$ cat src/rtl/pit_pkg.sv
package pit_pkg;

   // Operating behaviours selectable through the control byte
   typedef enum logic [2:0] {
      MODE_TC     = 3'd0,
      MODE_RATE   = 3'd2,
      MODE_SQUARE = 3'd3,
      MODE_STROBE = 3'd4
   } pit_mode_e;

   // How a count crosses the byte-wide bus
   typedef enum logic [1:0] {
      ACC_NONE = 2'd0,
      ACC_LO   = 2'd1,
      ACC_HI   = 2'd2,
      ACC_BOTH = 2'd3
   } pit_acc_e;

   localparam logic [1:0] ADDR_CTRL = 2'd3;

   function automatic logic mode_supported(input logic [2:0] m);
      return (m == 3'd0) || (m == 3'd2) || (m == 3'd3) || (m == 3'd4);
   endfunction

endpackage

$ cat src/rtl/pit_sync.sv
module pit_sync #(
   parameter int WIDTH  = 2,
   parameter int STAGES = 2
) (
   input  logic             clk,
   input  logic             rst_n,
   input  logic [WIDTH-1:0] d,
   output logic [WIDTH-1:0] q
);

   logic [STAGES-1:0][WIDTH-1:0] stg;

   always_ff @(posedge clk or negedge rst_n) begin
      if (!rst_n) stg <= '0;
      else        stg <= {stg[STAGES-2:0], d};
   end

   assign q = stg[STAGES-1];

endmodule

$ cat src/rtl/pit_bus_if.sv
module pit_bus_if
   import pit_pkg::*;
#(
   parameter int DATA_W  = 8,
   parameter int CHAN_ID = 0
) (
   input  logic                clk,
   input  logic                rst_n,
   input  logic                sel,
   input  logic                rd,
   input  logic                wr,
   input  logic [1:0]          addr,
   input  logic [DATA_W-1:0]   wdata,
   output logic [DATA_W-1:0]   rdata,
   input  logic [2*DATA_W-1:0] cnt,
   output pit_mode_e           mode,
   output logic                bcd,
   output pit_mode_e           new_mode,
   output logic                cfg_wr,
   output logic                load_req,
   output logic [2*DATA_W-1:0] reload
);

   localparam int         CNT_W    = 2 * DATA_W;
   localparam logic [1:0] CHAN_SEL = 2'(CHAN_ID);

   logic              wr_q, rd_q, wr_evt, rd_act, rd_end;
   logic              data_hit, configured, wr_hi, rd_hi;
   pit_acc_e          acc;
   pit_mode_e         mode_q;
   logic              bcd_q;
   logic [DATA_W-1:0] lo_stage;
   logic [CNT_W-1:0]  reload_q;

   assign wr_evt   = sel & wr & ~wr_q;
   assign rd_act   = sel & rd & (addr == CHAN_SEL);
   assign rd_end   = rd_q & ~rd_act;
   assign cfg_wr   = wr_evt && (addr == ADDR_CTRL) && (wdata[7:6] == CHAN_SEL) &&
                     (wdata[5:4] != 2'b00) && mode_supported(wdata[3:1]);
   assign data_hit = wr_evt && (addr == CHAN_SEL) && configured;
   assign load_req = data_hit && ((acc != ACC_BOTH) || wr_hi);
   assign new_mode = pit_mode_e'(wdata[3:1]);

   always_ff @(posedge clk or negedge rst_n) begin
      if (!rst_n) begin
         wr_q       <= 1'b0;
         rd_q       <= 1'b0;
         acc        <= ACC_LO;
         mode_q     <= MODE_TC;
         bcd_q      <= 1'b0;
         configured <= 1'b0;
         wr_hi      <= 1'b0;
         rd_hi      <= 1'b0;
         lo_stage   <= '0;
         reload_q   <= '0;
      end else begin
         wr_q <= sel & wr;
         rd_q <= rd_act;
         if (cfg_wr) begin
            acc        <= pit_acc_e'(wdata[5:4]);
            mode_q     <= new_mode;
            bcd_q      <= wdata[0];
            configured <= 1'b1;
            wr_hi      <= 1'b0;
            rd_hi      <= 1'b0;
         end else begin
            if (data_hit) begin
               unique case (acc)
                  ACC_LO: reload_q <= {{DATA_W{1'b0}}, wdata};
                  ACC_HI: reload_q <= {wdata, {DATA_W{1'b0}}};
                  default: begin
                     if (!wr_hi) begin
                        lo_stage <= wdata;
                        wr_hi    <= 1'b1;
                     end else begin
                        reload_q <= {wdata, lo_stage};
                        wr_hi    <= 1'b0;
                     end
                  end
               endcase
            end
            if (rd_end && (acc == ACC_BOTH)) rd_hi <= ~rd_hi;
         end
      end
   end

   always_comb begin
      rdata = '0;
      if (rd_act) begin
         unique case (acc)
            ACC_HI:   rdata = cnt[CNT_W-1:DATA_W];
            ACC_BOTH: rdata = rd_hi ? cnt[CNT_W-1:DATA_W] : cnt[DATA_W-1:0];
            default:  rdata = cnt[DATA_W-1:0];
         endcase
      end
   end

   assign mode   = mode_q;
   assign bcd    = bcd_q;
   assign reload = reload_q;

   // an accepted control byte restarts both byte sequences at the low byte
   assert_order_reset_R4: assert property (@(posedge clk) disable iff (!rst_n)
      cfg_wr |=> (!wr_hi && !rd_hi));

   // control bytes naming another channel leave the configuration untouched
   assert_foreign_ctrl_R2: assert property (@(posedge clk) disable iff (!rst_n)
      (wr_evt && (addr == ADDR_CTRL) && (wdata[7:6] != CHAN_SEL))
      |=> ($stable(acc) && $stable(mode_q) && $stable(bcd_q)));

endmodule

$ cat src/rtl/pit_count_core.sv
module pit_count_core
   import pit_pkg::*;
#(
   parameter int CNT_W  = 16,
   parameter bit BCD_EN = 1'b1
) (
   input  logic             clk,
   input  logic             rst_n,
   input  logic             tick,
   input  logic             gate,
   input  logic             cfg_wr,
   input  pit_mode_e        new_mode,
   input  pit_mode_e        mode,
   input  logic             bcd,
   input  logic             load_req,
   input  logic [CNT_W-1:0] reload,
   output logic [CNT_W-1:0] cnt,
   output logic             out
);

   localparam int NDIG = CNT_W / 4;

   logic [CNT_W-1:0] cnt_q, dec_bin, dec_bcd, dec;
   logic             out_q, armed, pend, fired;
   logic [1:0]       amt;
   logic             dec_zero, dec_one;

   // Step size: square wave moves two per edge, with one odd step per phase
   always_comb begin
      amt = 2'd1;
      if (mode == MODE_SQUARE) begin
         if (cnt_q[0]) amt = out_q ? 2'd1 : 2'd3;
         else          amt = 2'd2;
      end
   end

   assign dec_bin = cnt_q - CNT_W'(amt);

   generate
      if (BCD_EN) begin : g_bcd
         always_comb begin : bcd_sub
            logic [1:0] sub;
            logic [4:0] dg;
            dec_bcd = '0;
            sub     = amt;
            for (int i = 0; i < NDIG; i++) begin
               dg = {1'b0, cnt_q[4*i +: 4]};
               if (dg >= {3'b000, sub}) begin
                  dec_bcd[4*i +: 4] = 4'(dg - {3'b000, sub});
                  sub = 2'd0;
               end else begin
                  dec_bcd[4*i +: 4] = 4'(dg + 5'd10 - {3'b000, sub});
                  sub = 2'd1;
               end
            end
         end
         assign dec = bcd ? dec_bcd : dec_bin;
      end else begin : g_bin
         assign dec_bcd = dec_bin;
         assign dec     = dec_bin;
      end
   endgenerate

   assign dec_zero = (dec == '0);
   assign dec_one  = (dec == CNT_W'(1));

   always_ff @(posedge clk or negedge rst_n) begin
      if (!rst_n) begin
         cnt_q <= '0;
         out_q <= 1'b0;
         armed <= 1'b0;
         pend  <= 1'b0;
         fired <= 1'b0;
      end else if (cfg_wr) begin
         armed <= 1'b0;
         pend  <= 1'b0;
         fired <= 1'b0;
         out_q <= (new_mode != MODE_TC);
      end else begin
         pend <= load_req | (pend & ~tick);
         if (load_req && (mode == MODE_TC)) out_q <= 1'b0;
         if (tick && pend) begin
            cnt_q <= reload;
            armed <= 1'b1;
            fired <= 1'b0;
            out_q <= (mode != MODE_TC);
         end else if (tick && armed && gate) begin
            unique case (mode)
               MODE_TC: begin
                  cnt_q <= dec;
                  if (dec_zero) out_q <= 1'b1;
               end
               MODE_RATE: begin
                  if (dec_zero) begin
                     cnt_q <= reload;
                     out_q <= 1'b1;
                  end else begin
                     cnt_q <= dec;
                     out_q <= !dec_one;
                  end
               end
               MODE_SQUARE: begin
                  if (dec_zero) begin
                     cnt_q <= reload;
                     out_q <= ~out_q;
                  end else begin
                     cnt_q <= dec;
                  end
               end
               default: begin
                  cnt_q <= dec;
                  if (dec_zero && !fired) begin
                     out_q <= 1'b0;
                     fired <= 1'b1;
                  end else begin
                     out_q <= 1'b1;
                  end
               end
            endcase
         end
      end
   end

   assign cnt = cnt_q;
   assign out = out_q;

   // with the gate low, a count-clock edge after the load moves nothing
   assert_gate_hold_R6: assert property (@(posedge clk) disable iff (!rst_n)
      (tick && !gate && !pend && !cfg_wr) |=> $stable(cnt_q));

   // the terminal-count flag rises only with a zero count
   assert_tc_rise_zero_R8: assert property (@(posedge clk) disable iff (!rst_n)
      ($rose(out_q) && (mode == MODE_TC)) |-> (cnt_q == '0));

   // the rate generator output is low only while the count is one
   assert_rate_low_one_R9: assert property (@(posedge clk) disable iff (!rst_n)
      ((mode == MODE_RATE) && armed && !out_q) |-> (cnt_q == CNT_W'(1)));

   // a square-wave phase change coincides with a reload
   assert_square_reload_R10: assert property (@(posedge clk) disable iff (!rst_n)
      ((mode == MODE_SQUARE) && armed && $past(armed) && !$past(load_req) &&
       (out_q != $past(out_q))) |-> (cnt_q == reload));

endmodule

$ cat src/rtl/pit_channel.sv
module pit_channel
   import pit_pkg::*;
#(
   parameter int CHAN_ID     = 0,
   parameter int DATA_W      = 8,
   parameter int SYNC_STAGES = 2,
   parameter bit BCD_EN      = 1'b1
) (
   input  logic              clk,
   input  logic              rst_n,
   input  logic              bus_sel,
   input  logic              bus_rd,
   input  logic              bus_wr,
   input  logic [1:0]        bus_addr,
   input  logic [DATA_W-1:0] bus_wdata,
   output logic [DATA_W-1:0] bus_rdata,
   input  logic              cnt_clk,
   input  logic              cnt_gate,
   output logic              tmr_out
);

   localparam int CNT_W = 2 * DATA_W;

   initial begin
      assert (DATA_W >= 8 && (DATA_W % 4) == 0)
         else $error("DATA_W must be at least 8 and a multiple of 4");
      assert (CHAN_ID >= 0 && CHAN_ID <= 2)
         else $error("CHAN_ID must be 0, 1 or 2");
      assert (SYNC_STAGES >= 2)
         else $error("SYNC_STAGES must be at least 2");
   end

   logic [1:0]       sync_q;
   logic             cclk_prev, tick;
   pit_mode_e        mode, new_mode;
   logic             bcd, cfg_wr, load_req;
   logic [CNT_W-1:0] reload, cnt;

   pit_sync #(
      .WIDTH  (2),
      .STAGES (SYNC_STAGES)
   ) u_sync (
      .clk   (clk),
      .rst_n (rst_n),
      .d     ({cnt_gate, cnt_clk}),
      .q     (sync_q)
   );

   always_ff @(posedge clk or negedge rst_n) begin
      if (!rst_n) cclk_prev <= 1'b0;
      else        cclk_prev <= sync_q[0];
   end

   assign tick = cclk_prev & ~sync_q[0];

   pit_bus_if #(
      .DATA_W  (DATA_W),
      .CHAN_ID (CHAN_ID)
   ) u_bus (
      .clk      (clk),
      .rst_n    (rst_n),
      .sel      (bus_sel),
      .rd       (bus_rd),
      .wr       (bus_wr),
      .addr     (bus_addr),
      .wdata    (bus_wdata),
      .rdata    (bus_rdata),
      .cnt      (cnt),
      .mode     (mode),
      .bcd      (bcd),
      .new_mode (new_mode),
      .cfg_wr   (cfg_wr),
      .load_req (load_req),
      .reload   (reload)
   );

   pit_count_core #(
      .CNT_W  (CNT_W),
      .BCD_EN (BCD_EN)
   ) u_core (
      .clk      (clk),
      .rst_n    (rst_n),
      .tick     (tick),
      .gate     (sync_q[1]),
      .cfg_wr   (cfg_wr),
      .new_mode (new_mode),
      .mode     (mode),
      .bcd      (bcd),
      .load_req (load_req),
      .reload   (reload),
      .cnt      (cnt),
      .out      (tmr_out)
   );

   // each count-clock falling edge yields a single-cycle tick
   assert_tick_single_R5: assert property (@(posedge clk) disable iff (!rst_n)
      tick |=> !tick);

endmodule

$ cat config.mk
export PLATFORM = sky130hd
export DESIGN_NAME = pit_channel
export DESIGN_NICKNAME = d
export VERILOG_FILES = /design/src/rtl/pit_pkg.sv /design/src/rtl/pit_sync.sv /design/src/rtl/pit_bus_if.sv /design/src/rtl/pit_count_core.sv /design/src/rtl/pit_channel.sv
export SDC_FILE = /design/constraint.sdc
export NUM_CORES = 1
export LEC_CHECK = 0
export ABC_AREA = 1
export BUFFER_PORTS_ARGS = -buffer_cell sky130_fd_sc_hd__buf_2
export CORE_AREA = 2 2 106 108
export DETAILED_ROUTE_END_ITERATION = 12
export DIE_AREA = 0 0 108 110
export PLACE_DENSITY = 0.57
export SLEW_MARGIN = 20
export SYNTH_ARGS = -nofsm -noshare
export SYNTH_HDL_FRONTEND = slang
export SYNTH_HIERARCHICAL = 1
export SYNTH_SLANG_ARGS = --single-unit
export TNS_END_PERCENT = 100
$ cat constraint.sdc
create_clock -name clk -period 5.9 [get_ports clk]
set_input_delay 0.295 -clock clk [delete_from_list [all_inputs] [get_ports clk]]
set_output_delay 0.295 -clock clk [all_outputs]
set_load 0.1 [all_outputs]
---- Word level (Yosys, flattened, before mapping) ----
Index checks and enable logic that the tools add are counted.
storage, ports and cells
  flip-flop bits (word level) ............. 60
  input port bits ......................... 17
  output and inout bits ................... 9
  logic and storage cells ................. 150
operators by class
  add/subtract/negate cells ............... 13
  magnitude comparators ................... 4
  equal/unequal tests ..................... 13
  mux-type cells .......................... 43
  bitwise operators ....................... 17
  reductions and logical operators ........ 42
operators by type and width
  operator                                                           number
  16-bit 2-to-1 mux                                                  6
  16-bit case mux with 2 select lines                                1
  1-bit 2-to-1 mux                                                   25
  4-bit by 1-bit subtractor with 4-bit output                        6
  4-bit adder (second input constant)                                4
  16-bit by 1-bit == test with 1-bit output (second input constant)  1
  16-bit zero test                                                   1
  4-bit 2-to-1 mux                                                   4
  8-bit 2-to-1 mux                                                   2
  8-bit case mux with 2 select lines                                 1
  16-bit by 2-bit subtractor with 16-bit output                      1
  3-bit nonzero test                                                 5
  1-bit logical AND                                                  13
  3-bit by 2-bit == test with 1-bit output (second input constant)   4
  4-bit by 1-bit >= comparator with 1-bit output                     3
  2-bit nonzero test                                                 5
  1-bit NOT                                                          9
  4-bit by 2-bit subtractor with 4-bit output                        2
  1-bit bitwise AND                                                  7
  2-bit == test (second input constant)                              3
  3-bit zero test                                                    2
  2-bit 2-to-1 mux                                                   3
  3-bit AND reduction                                                2
  4-bit by 2-bit >= comparator with 1-bit output                     1
  14 further kinds                                                   21

---- Logic depth before layout (Yosys ltp) ----
Gate-level depths: netlist of run 1.
  depth in word-level cells ............... 19
  mapped depth ............................ 35

---- Cells and area by module ----
Netlist of run 1, hierarchy kept.
modules (own cells, without submodules)
  module          instances  cells an instance  area each (um2)  sequential area each (um2)
  pit_count_core  1          350                2,332.2          500.5
  pit_bus_if      1          217                1,731.7          877.1
  pit_sync        1          6                  115.1            100.1
  pit_channel     1          3                  35.0             25.0

---- Worst setup path before layout of run 1 ----
Ideal clock, no wire load.
  kind .................................... register to register
  start ................................... register u_core.out_q (netlist: u_core/out)
  end ..................................... register u_core.cnt_q[14] (netlist: u_core/cnt[14])
  setup time .............................. 0.122 ns
  arrival time ............................ 4.876 ns
  data required time ...................... 5.778 ns
  setup slack ............................. 0.902 ns
  stages on the path, launching flop included .. 32
  buffers on the path ..................... 1
  clock period less this slack ............ 4.998 ns
  cells stage by stage .................... dfrtp_1 a21oi_1 ha_1 ha_1 nand2_1 nand3_1 nor2_1 ha_1 nand2_1 inv_1 nand2_2 inv_1 ha_1 ha_1 nand3_2 inv_1 ha_1 ha_1 inv_1 nand2_1 nand3_1 o21ai_0 o21ai_0 o21ai_1 nand3_1 nor2_1 nand2_2 nor2_4 a21oi_2 buf_6 o211ai_2 nand2_1
on the way
  word-level cells in the longest chain between the ends .. 17
ends and longest elaborated chain
  what                                                                       RTL line                                     text
  start, declared                                                            pit_count_core.sv:24                         logic out_q, armed, pend, fired;
  start signal, assigned                                                     pit_count_core.sv:78                         out_q <= (new_mode != MODE_TC);
  start signal, assigned                                                     pit_count_core.sv:86                         out_q <= (mode != MODE_TC);
  start signal, assigned                                                     pit_count_core.sv:99                         out_q <= !dec_one;
  2-bit 2-to-1 mux (*) (2 in series)                                         pit_count_core.sv:32                         if (cnt_q[0]) amt = out_q ? 2'd1 : 2'd3;
  2-bit 2-to-1 mux (*)                                                       pit_count_core.sv:31                         if (mode == MODE_SQUARE) begin
  4-bit by 2-bit >= comparator with 1-bit output                             pit_count_core.sv:48                         if (dg >= {3'b000, sub}) begin
  1-bit 2-to-1 mux                                                           pit_count_core.sv:48
  4-bit by 1-bit >= comparator with 1-bit output                             pit_count_core.sv:48
  1-bit 2-to-1 mux                                                           pit_count_core.sv:48
  4-bit by 1-bit >= comparator with 1-bit output                             pit_count_core.sv:48
  1-bit 2-to-1 mux                                                           pit_count_core.sv:48
  4-bit by 1-bit subtractor with 4-bit output, or another cell as far along  pit_count_core.sv:52                         dec_bcd[4*i +: 4] = 4'(dg + 5'd10 - {3'b000, sub});
  4-bit 2-to-1 mux                                                           pit_count_core.sv:48
  16-bit 2-to-1 mux (*)                                                      pit_count_core.sv:57                         assign dec = bcd ? dec_bcd : dec_bin;
  16-bit zero test                                                           pit_count_core.sv:64                         assign dec_zero = (dec == '0);
  16-bit 2-to-1 mux                                                          pit_count_core.sv:94, pit_count_core.sv:103
  16-bit 2-to-1 mux (*)                                                      n/a
  16-bit 2-to-1 mux (*)                                                      pit_count_core.sv:87                         end else if (tick && armed && gate) begin
  16-bit 2-to-1 mux (*)                                                      pit_count_core.sv:82                         if (tick && pend) begin
  end signal, assigned                                                       pit_count_core.sv:83                         cnt_q <= reload;
  end signal, assigned                                                       pit_count_core.sv:95                         cnt_q <= reload;
  end signal, assigned                                                       pit_count_core.sv:104                        cnt_q <= reload;
  end, declared                                                              pit_count_core.sv:23                         logic [CNT_W-1:0] cnt_q, dec_bin, dec_bcd, dec;
Every way passes the cells marked *; elsewhere a longest branch is shown, timed or not. The select of a mux whose other input is x is not followed.
A chain may end at the register's enable or synchronous reset.

---- Final worst setup path of run 1 ----
  start ................................... register u_bus.mode_q[2] (netlist: u_bus/mode[2])
  end ..................................... register u_core.cnt_q[6] (netlist: u_core/cnt[6])
on the way
  word-level cells in the longest chain between the ends .. 16
ends and longest elaborated chain
  what                                                                       RTL line                                     text
  start, declared                                                            pit_bus_if.sv:30                             pit_mode_e mode_q;
  start signal, assigned                                                     pit_bus_if.sv:61                             mode_q <= new_mode;
  3-bit by 2-bit == test with 1-bit output                                   pit_count_core.sv:31, pit_count_core.sv:88
  2-bit 2-to-1 mux                                                           pit_count_core.sv:31
  4-bit by 2-bit >= comparator with 1-bit output                             pit_count_core.sv:48
  1-bit 2-to-1 mux                                                           pit_count_core.sv:48
  4-bit by 1-bit >= comparator with 1-bit output                             pit_count_core.sv:48
  1-bit 2-to-1 mux                                                           pit_count_core.sv:48
  4-bit by 1-bit >= comparator with 1-bit output                             pit_count_core.sv:48
  1-bit 2-to-1 mux                                                           pit_count_core.sv:48
  4-bit by 1-bit subtractor with 4-bit output, or another cell as far along  pit_count_core.sv:52
  4-bit 2-to-1 mux                                                           pit_count_core.sv:48
  16-bit 2-to-1 mux                                                          pit_count_core.sv:57
  16-bit zero test                                                           pit_count_core.sv:64
  16-bit 2-to-1 mux                                                          pit_count_core.sv:94, pit_count_core.sv:103
  16-bit 2-to-1 mux (*)                                                      n/a
  16-bit 2-to-1 mux (*)                                                      pit_count_core.sv:87
  16-bit 2-to-1 mux (*)                                                      pit_count_core.sv:82
Marked as above.

==> results of run 1 <==
synth_stat cells (all sizes together):
cell type	n
or2	2
o211ai	2
o21bai	1
xor2	8
clkbuf	3
ha	26
clkinv	1
nand3b	1
nand4	10
o31ai	2
dfrtp	59
o22ai	14
o21ai	60
o21a	2
a21oi	21
inv	60
fa	2
dfstp	1
nor2	64
buf	14
nand3	42
nand2	174
a311oi	1
xnor2	3
nor3	3
registers in the layout (all words and copies together) (netlist names):
signal,cells
u_bus/reload,16
u_core/cnt,16
u_bus/lo_stage,8
u_bus/mode,3
u_bus/acc,2
u_sync/q,2
u_sync/stg,2
cclk_prev,1
u_bus/bcd,1
u_bus/configured,1
u_bus/rd_hi,1
u_bus/rd_q,1
u_bus/wr_hi,1
u_bus/wr_q,1
u_core/armed,1
u_core/fired,1
u_core/out,1
u_core/pend,1
stage by stage:
stage                     hold slack [ns]  setup WS [ns]  std cells
after detailed placement            0.337          0.433        726
after CTS                          0.0367          0.391        742
after floorplan                 -0.000591          0.902        576
after global placement              0.334          0.587        726
final                              0.0565          0.715        743
after global routing               0.0303         0.0923        743
layout make-up:
type / count / area [sq um] / area share (%)
multi-input combinational: 438 / 2400 / 51.3
sequential: 60 / 1500 / 32.1
inverter: 61 / 229 / 4.90
tap: 140 / 175 / 3.75
timing repair buffer: 28 / 151 / 3.24
clock buffer: 12 / 145 / 3.10
clock inverter: 4 / 72.6 / 1.55
metal layers:
layer  vias to the layer above  track usage (%)
met4                         0             8.24
met5                         -                0
met2                        81             30.4
met1                      1765             26.9
met3                        20             3.70
li1                       1934                -
timing repair:
action | CTS | global route
hold endpoints to repair | 0 | 0
resized for setup | 0 | 2
endpoints found under the setup margin | 0 | 16
power by group:
part | switching (uW) | leakage (uW) | internal [uW] | total, uW
registers | 125 | 0.000782 | 493 | 618
logic | 706 | 0.00147 | 371 | 1080
clock network | 165 | 0.000107 | 249 | 414
worst max-delay path by stage:
stage,slack (ns),start,cells after the start,end
5_1_grt,0.09,u_bus/mode[2]$_DFFE_PN0P_,32,u_core/cnt[6]$_DFFE_PN0P_
6_report,0.72,u_bus/mode[2]$_DFFE_PN0P_,32,u_core/cnt[6]$_DFFE_PN0P_
3_3_place_gp,0.59,u_bus/mode[2]$_DFFE_PN0P_,31,u_core/cnt[6]$_DFFE_PN0P_
3_5_place_dp,0.43,u_bus/mode[2]$_DFFE_PN0P_,31,u_core/cnt[6]$_DFFE_PN0P_
4_1_cts,0.39,u_bus/mode[2]$_DFFE_PN0P_,31,u_core/cnt[6]$_DFFE_PN0P_
2_1_floorplan,0.90,u_core/out$_DFF_PN0_,31,u_core/cnt[14]$_DFFE_PN0P_
worst max-delay path: cells and delay by family, from the launching register on:
kind | cells | cell delay [ns]
buf+inv | 5 | 0.47
compound gates | 7 | 1.12
simple gates | 13 | 1.53
fa+ha+maj | 7 | 1.48
flops | 1 | 0.44
kinds of logic (layout without fill, tap and decap cells):
group	after synthesis	in the layout	share of synthesized area (%)
and+or+nand+nor	296	296	31.8
AOI/OAI and AO/OA	103	103	13.6
buffers and inverters	78	105	7.99
DFF	60	60	35.7
adders and majority gates	28	28	8.67
xor gates and xnor gates	11	11	2.29
==> results.yml, run 1 <==
status:
  status: "complete, no violations"
critical_path:
  regToRegSetupSlack_ns: 0.72
  cp_slowest_stage_delay_ns: 0.44
  crit_path_end_kind: "flip-flop"
  critPathKind: "flip-flop to flip-flop"
  worstPathRequired_ns: 6.13
  crit_slowest_cell: "dfrtp_1"
  worstPathMaxFanout: 22
  cp_common_cell: "ha_1"
  worst_r2r_path_depth: 32
  r2r-start: "u_bus/mode[2]$_DFFE_PN0P_"
  crit_path_start_kind: "flip-flop"
  cp.arrival_ns: 5.42
  timing.rr.end: "u_core/cnt[6]$_DFFE_PN0P_"
synth:
  ys_top_cells_by_area: "dfrtp_1 (35%), nand2_1 (15%), ha_1 (7.7%), nor2_1 (4.9%), inv_1 (4.5%)"
  ys_types: 42
  synth_area_per_cell_sq_um: 7.32
  synth.yosys.warnings: 6
  netlist_instances: 576
  syn_area_sq_um: 4210
  synth_seq_cells: 60
  synth_largest_area_cell: "dfrtp_1"
  synthesis.nets: 621
  yosysSeqAreaShare_pct: 35.7
  synth.top_cell.area_share_pct: 35.0
cells_and_area:
  mostFrequentLayoutCells: "nand2_1 (165), dfrtp_1 (59), nor2_1 (55)"
  areaGrowthSynthToFinish_pct: 10.9
  finalInstanceArea_sq_um: 4670
  layout.nets: 643
  diodes: 0
  fill_cells: 1123
  fin_util_pct: 43.7
  final_common_cell: "nand2_1"
  drive_gt1_share_pct: 14.4
route:
  via_per_inst: 5.11
  drcViolationCount: 0
  wl_per_cell_um: 14.2
  wl_met2_um: 4640
  drt-pass1-iter-count: 5
  postRouteAntennaNets: 0
  met1_length_um: 5240
  met3WireLength_um: 406
  drt_iter0_markers: 225
  top_layer_used: "met4"
  wl_um: 10600
  via_count: 3800
clock_tree:
  root_buffer: "clkbuf_8"
  cts_setup_buffers: 0
  hold_buffers: 0
  cts_max_level: 3
  cts_tree: "yes"
  clk_latency_ns: 0.35
  clock_sinks: 60
  clk_pin_slew_ns: 0.07
  cts_buffer_depth: 2
  cts_made_buffers: 9
sta:
  post-route-period-util_pct: 87.9
  finalSetupViolations: 0
  hold_viol: 0
  fmax_mhz: 193
  period_minus_slack_ns: 5.18
  final_max_slew_viol_count: 0
  fin_skew_ns: 0.00868
  tightest_slew_ns: 0.762
  relSlewSlack_pct: 49.2
  tns_ns: 0
  rsz0062_at_grt: "no"
run:
  maxCapViolCount: 0
place:
  postPlaceCellArea_sq_um: 4430
  place.detailed.hpwl_um: 8040
  finalWeightedCongestion: 0.902
  io_buffers: 25
die:
  die-height_um: 110
  coreArea_sq_um: 10700
  die_area_sq_um: 11900
  start_util_pct: 39.4
  die_x_um: 108
  io_pins: 26
  num_rows: 38
grt:
  first_global_vias: 3640
  grt_usage_pct: 19.6
  grt_pass1_wl_um: 18100
  antenna_found_initial: 0
  grt_start_max_net_pins: 61
  grt_overflow_total: 0
min_path:
  min_to: "u_sync/stg[1]$_DFF_PN0_"
  hold_class: "input pin to flip-flop"
  whs_path_depth: 1
  worstHoldStart: "cnt_gate"
power_and_ir_drop:
  power_uw: 2110
  cellPowerDensity_nw_per_um2: 451
  vdd_drop_max_mv: 0.167
  leakage_uw: 0.00236
Power figures use the tool's default switching activity.
==> inputs of run 2 (changes only) <==
--- a/config.mk
+++ b/config.mk
@@ -10,6 +10,7 @@
 export CORE_AREA = 2 2 106 108
 export DETAILED_ROUTE_END_ITERATION = 12
 export DIE_AREA = 0 0 108 110
+export HOLD_SLACK_MARGIN = 0.06
 export PLACE_DENSITY = 0.57
 export SLEW_MARGIN = 20
 export SYNTH_ARGS = -nofsm -noshare
==> run 2 against run 1 <==
Compared with the run above: count of clock-buffer cells in the layout did not move; total power about the same; wire length hardly changed; first-iteration DRC count rose by 4.4%; final area rose by 0.43%; sequential share of layout area fell by 0.14 points; via count decreased by 0.16%; hold slack improved by 0.051 ns; combinational power about the same; register-to-register slack barely moved; flip-flop and latch count unchanged.
==> results.yml, run 2 (synthesis results as in run 1) <==
route:
  via_count: 3794
  via_per_inst: 5.09
  wl_um: 10600
  wl_per_cell_um: 14.2
  postRouteAntennaNets: 0
  drt-pass1-iter-count: 4
  drt_iter0_markers: 235
  drcViolationCount: 0
critical_path:
  crit_slowest_cell: "dfrtp_1"
  cp_slowest_stage_delay_ns: 0.44
  cp.arrival_ns: 5.42
  cp_common_cell: "ha_1"
  crit_path_start_kind: "flip-flop"
  worstPathRequired_ns: 6.13
  crit_path_end_kind: "flip-flop"
  worstPathMaxFanout: 22
  critPathKind: "flip-flop to flip-flop"
run:
  maxCapViolCount: 0
sta:
  hold_viol: 0
  tightest_slew_ns: 0.763
  relSlewSlack_pct: 49.2
  fmax_mhz: 193
  rsz0062_at_grt: "no"
  final_max_slew_viol_count: 0
  period_minus_slack_ns: 5.19
  tns_ns: 0
  fin_skew_ns: 0.00826
  finalSetupViolations: 0
  post-route-period-util_pct: 88.0
power_and_ir_drop:
  cellPowerDensity_nw_per_um2: 449
  vdd_drop_max_mv: 0.167
  leakage_uw: 0.00237
die:
  num_rows: 38
  start_util_pct: 39.4
  die_area_sq_um: 11900
  die-height_um: 110
  io_pins: 26
  coreArea_sq_um: 10700
  die_x_um: 108
clock_tree:
  cts_setup_buffers: 0
  clk_latency_ns: 0.35
  root_buffer: "clkbuf_8"
  cts_tree: "yes"
  clock_sinks: 60
  cts_max_level: 3
  cts_made_buffers: 9
  clk_pin_slew_ns: 0.07
  cts_buffer_depth: 2
place:
  dp_cells: 726
  finalWeightedCongestion: 0.902
  place.detailed.hpwl_um: 8040
  io_buffers: 25
cells_and_area:
  mostFrequentLayoutCells: "nand2_1 (165), dfrtp_1 (59), nor2_1 (55)"
  fin_util_pct: 43.9
  areaGrowthSynthToFinish_pct: 11.4
  diodes: 0
  final_common_cell: "nand2_1"
  drive_gt1_share_pct: 14.4
  layout.nets: 645
  stdcell_count: 745
min_path:
  hold_class: "input pin to async pin"
grt:
  antenna_found_initial: 0
  grt_overflow_total: 0
  grt_start_max_net_pins: 61
  grt_usage_pct: 19.6
  first_global_vias: 3646
  grt_pass1_wl_um: 18100
status:
  status: "complete, no violations"
[run 2: what timing repair did]
action | in CTS | in global routing
hold buffers | 2 | 0
endpoints found under the hold margin | 2 | 0
gates resized for setup | 0 | 2
setup endpoints to repair | 0 | 16
[run 2: layout make-up]
type	instances	area, sq um
Fill cell	1123	6000
Sequential cell	60	1500
Multi-Input combinational cell	438	2400
Tap cell	140	175
Clock buffer	12	145
Clock inverter	4	72.6
Inverter	61	229
Timing Repair Buffer	30	171
[run 2: critical path: cells and delay by family (launching register included)]
kind / cells / cell delay (ns)
flip-flops: 1 / 0.44
buffers and inverters: 5 / 0.47
adder cells (fa/ha/maj): 7 / 1.48
AO/OA/AOI/OAI: 7 / 1.13
AND/OR/NAND/NOR: 13 / 1.53
[run 2: power by group]
| part | internal (uW) | switching (uW) | leakage, uW |
|---|---|---|---|
| registers | 493 | 125 | 0.000782 |
| clock network | 249 | 165 | 0.000107 |
| logic | 371 | 705 | 0.00148 |
[run 2: path summary, 6_finish.rpt]
| check | from | slack [ns] | depth (start not counted) | endpoint |
|---|---|---|---|---|
| worst max-delay path | u_bus/mode[2]$_DFFE_PN0P_ | 0.71 | 32 | u_core/cnt[6]$_DFFE_PN0P_ |
| worst min-delay path | rst_n | 0.11 | 2 | u_sync/stg[0]$_DFF_PN0_ |
| worst max register to register | u_bus/mode[2]$_DFFE_PN0P_ | 0.71 | 32 | u_core/cnt[6]$_DFFE_PN0P_ |
| worst min register to register | u_sync/stg[0]$_DFF_PN0_ | 0.35 | 0 | u_sync/q[0]$_DFF_PN0_ |
| max in group asynchronous | rst_n | 5.30 | 2 | u_core/cnt[1]$_DFFE_PN0P_ |
| min in group clk | bus_wr | 0.17 | 3 | u_bus/wr_q$_DFF_PN0_ |
[run 2: metrics by stage]
step	instance area [sq um]	worst slack (ns)	power, uW	hold slack [ns]
2_1_floorplan	4210	0.902	1420	-0.000591
3_3_place_gp	4430	0.587	1680	0.334
3_5_place_dp	4430	0.433	1690	0.337
4_1_cts	4670	0.391	2110	0.122
5_1_grt	4690	0.0923	2310	0.173
6_report	4690	0.711	2110	0.108
[run 2: metal layers]
metal  routed length [um]  vias to the layer above  GRT usage [%]
li1                     -                     1940              -
met1                 5230                     1761           27.0
met2                 4640                       74           30.4
met3                  410                       19           3.70
met4                  291                        0           8.24
met5                    0                        -              0
==> inputs of run 3 (changes only) <==
--- a/config.mk
+++ b/config.mk
@@ -11,7 +11,6 @@
 export DETAILED_ROUTE_END_ITERATION = 12
 export DIE_AREA = 0 0 108 110
 export HOLD_SLACK_MARGIN = 0.06
-export PLACE_DENSITY = 0.57
 export SLEW_MARGIN = 20
 export SYNTH_ARGS = -nofsm -noshare
 export SYNTH_HDL_FRONTEND = slang
==> run 3 against run 2 <==
Compared with the run above: sequential power about the same; flip-flop and latch count unchanged; setup slack got worse by 0.11 ns; first-iteration DRC count decreased by 8.1%; largest power group unchanged; count of clock-buffer cells in the layout unchanged; hold slack got worse by 0.018 ns; clock skew decreased by 0.00075 ns.
==> results.yml, run 3 (synthesis results as in run 1) <==
status:
  status: "complete, no violations"
critical_path:
  crit_family: "simple AND/OR/NAND/NOR gates"
  worstPathRequired_ns: 6.11
  timing.rr.end: "u_core/cnt[7]$_DFFE_PN0P_"
  crit_slowest_cell: "dfrtp_1"
  crit_path_start_kind: "flip-flop"
  cp_slowest_stage_delay_ns: 0.44
  worst_r2r_path_depth: 32
  worstPathMaxFanout: 22
  worst-path-stages: 32
  r2r-start: "u_bus/mode[2]$_DFFE_PN0P_"
  regToRegSetupSlack_ns: 0.60
  critPathKind: "flip-flop to flip-flop"
  cp.arrival_ns: 5.51
  critPathBufInv: 5
  crit_path_end_kind: "flip-flop"
  cp_common_cell: "ha_1"
route:
  drt_iter0_markers: 216
  drt-pass1-iter-count: 5
  via_per_inst: 5.13
  postRouteAntennaNets: 0
  wl_um: 10600
  drcViolationCount: 0
  via_count: 3819
  wl_per_cell_um: 14.3
die:
  die_x_um: 108
  coreArea_sq_um: 10700
  io_pins: 26
  start_util_pct: 39.4
  die_area_sq_um: 11900
  num_rows: 38
  die-height_um: 110
sta:
  post-route-period-util_pct: 89.9
  fmax_mhz: 189
  relSlewSlack_pct: 49.1
  fin_skew_ns: 0.00751
  rsz0062_at_grt: "no"
  tns_ns: 0
  finalSetupViolations: 0
  final_max_slew_viol_count: 0
  hold_viol: 0
  tightest_slew_ns: 0.763
  period_minus_slack_ns: 5.30
grt:
  antenna_found_initial: 0
  first_global_vias: 3638
  grt_usage_pct: 19.2
  grt_pass1_wl_um: 17900
  grt_overflow_total: 0
  grt_start_max_net_pins: 61
cells_and_area:
  mostFrequentLayoutCells: "nand2_1 (165), dfrtp_1 (59), nor2_1 (55)"
  drive_gt1_share_pct: 14.4
  final_common_cell: "nand2_1"
  layout.nets: 645
  diodes: 0
  fin_util_pct: 43.7
  areaGrowthSynthToFinish_pct: 11.0
  fill_cells: 1116
clock_tree:
  clk_latency_ns: 0.34
  cts_max_level: 3
  cts_buffer_depth: 2
  root_buffer: "clkbuf_8"
  clock_sinks: 60
  cts_tree: "yes"
  clk_pin_slew_ns: 0.07
  cts_made_buffers: 9
  cts_setup_buffers: 0
power_and_ir_drop:
  leakage_uw: 0.00236
  cellPowerDensity_nw_per_um2: 444
  vdd_drop_max_mv: 0.211
place:
  io_buffers: 25
  finalWeightedCongestion: 0.969
  place.detailed.hpwl_um: 7950
min_path:
  hold_class: "input pin to async pin"
run:
  maxCapViolCount: 0
==> run 3: cell count changes in the layout (fill, tap and decap cells not counted) <==
cell       delta
clkinv_2      +1
a21oi_1       +1
clkbuf_8      +1
a21oi_2       -1
bufinv_16     -1
clkbuf_1      -1
==> run 3: per-layer routing <==
layer	global-route usage, %	vias to the layer above	part of all wire, %
met2	30.6	118	45
met4	8.79	0	2.0
met5	0	-	0
met1	26.5	1756	48
li1	-	1928	-
met3	2.06	17	4.5
==> run 3: layout make-up <==
cell class                      instances  area [sq um]  area share (%)
Clock buffer                           12           155            3.32
Tap cell                              140           175            3.75
Multi-Input combinational cell        438          2390            51.2
Timing Repair Buffer                   30           171            3.67
Clock inverter                          4          47.5            1.02
Inverter                               61           229            4.90
Sequential cell                        60          1500            32.1
==> run 3: through the flow <==
step	cells	power, uW	cell area [sq um]	hold WS, ns	setup slack [ns]
final	745	2080	4680	0.0893	0.597
after detailed placement	726	1690	4430	0.336	0.406
after global routing	745	2260	4680	0.172	0.0791
after CTS	744	2080	4660	0.129	0.359
after global placement	726	1680	4430	0.333	0.609
after floorplan	576	1420	4210	-0.000591	0.902
==> run 3: power breakdown <==
group	switching, uW	internal, uW	total [uW]
Combinational	709	371	1080
Sequential	127	493	621
Clock	159	217	375
Total	995	1080	2080
==> run 3: worst max-delay path by stage <==
stage,to,start
floorplan,u_core/cnt[14]$_DFFE_PN0P_,u_core/out$_DFF_PN0_
global placement,u_core/cnt[6]$_DFFE_PN0P_,u_bus/mode[2]$_DFFE_PN0P_
detailed placement,u_core/cnt[6]$_DFFE_PN0P_,u_bus/mode[2]$_DFFE_PN0P_
CTS,u_core/cnt[6]$_DFFE_PN0P_,u_bus/mode[2]$_DFFE_PN0P_
global route,u_core/cnt[6]$_DFFE_PN0P_,u_bus/mode[2]$_DFFE_PN0P_
finish,u_core/cnt[7]$_DFFE_PN0P_,u_bus/mode[2]$_DFFE_PN0P_
==> run 3: repair_timing <==
item,CTS,global route
endpoints found under the setup margin,0,16
hold buffers,2,0
gates resized for setup,0,1
hold endpoints to repair,2,0
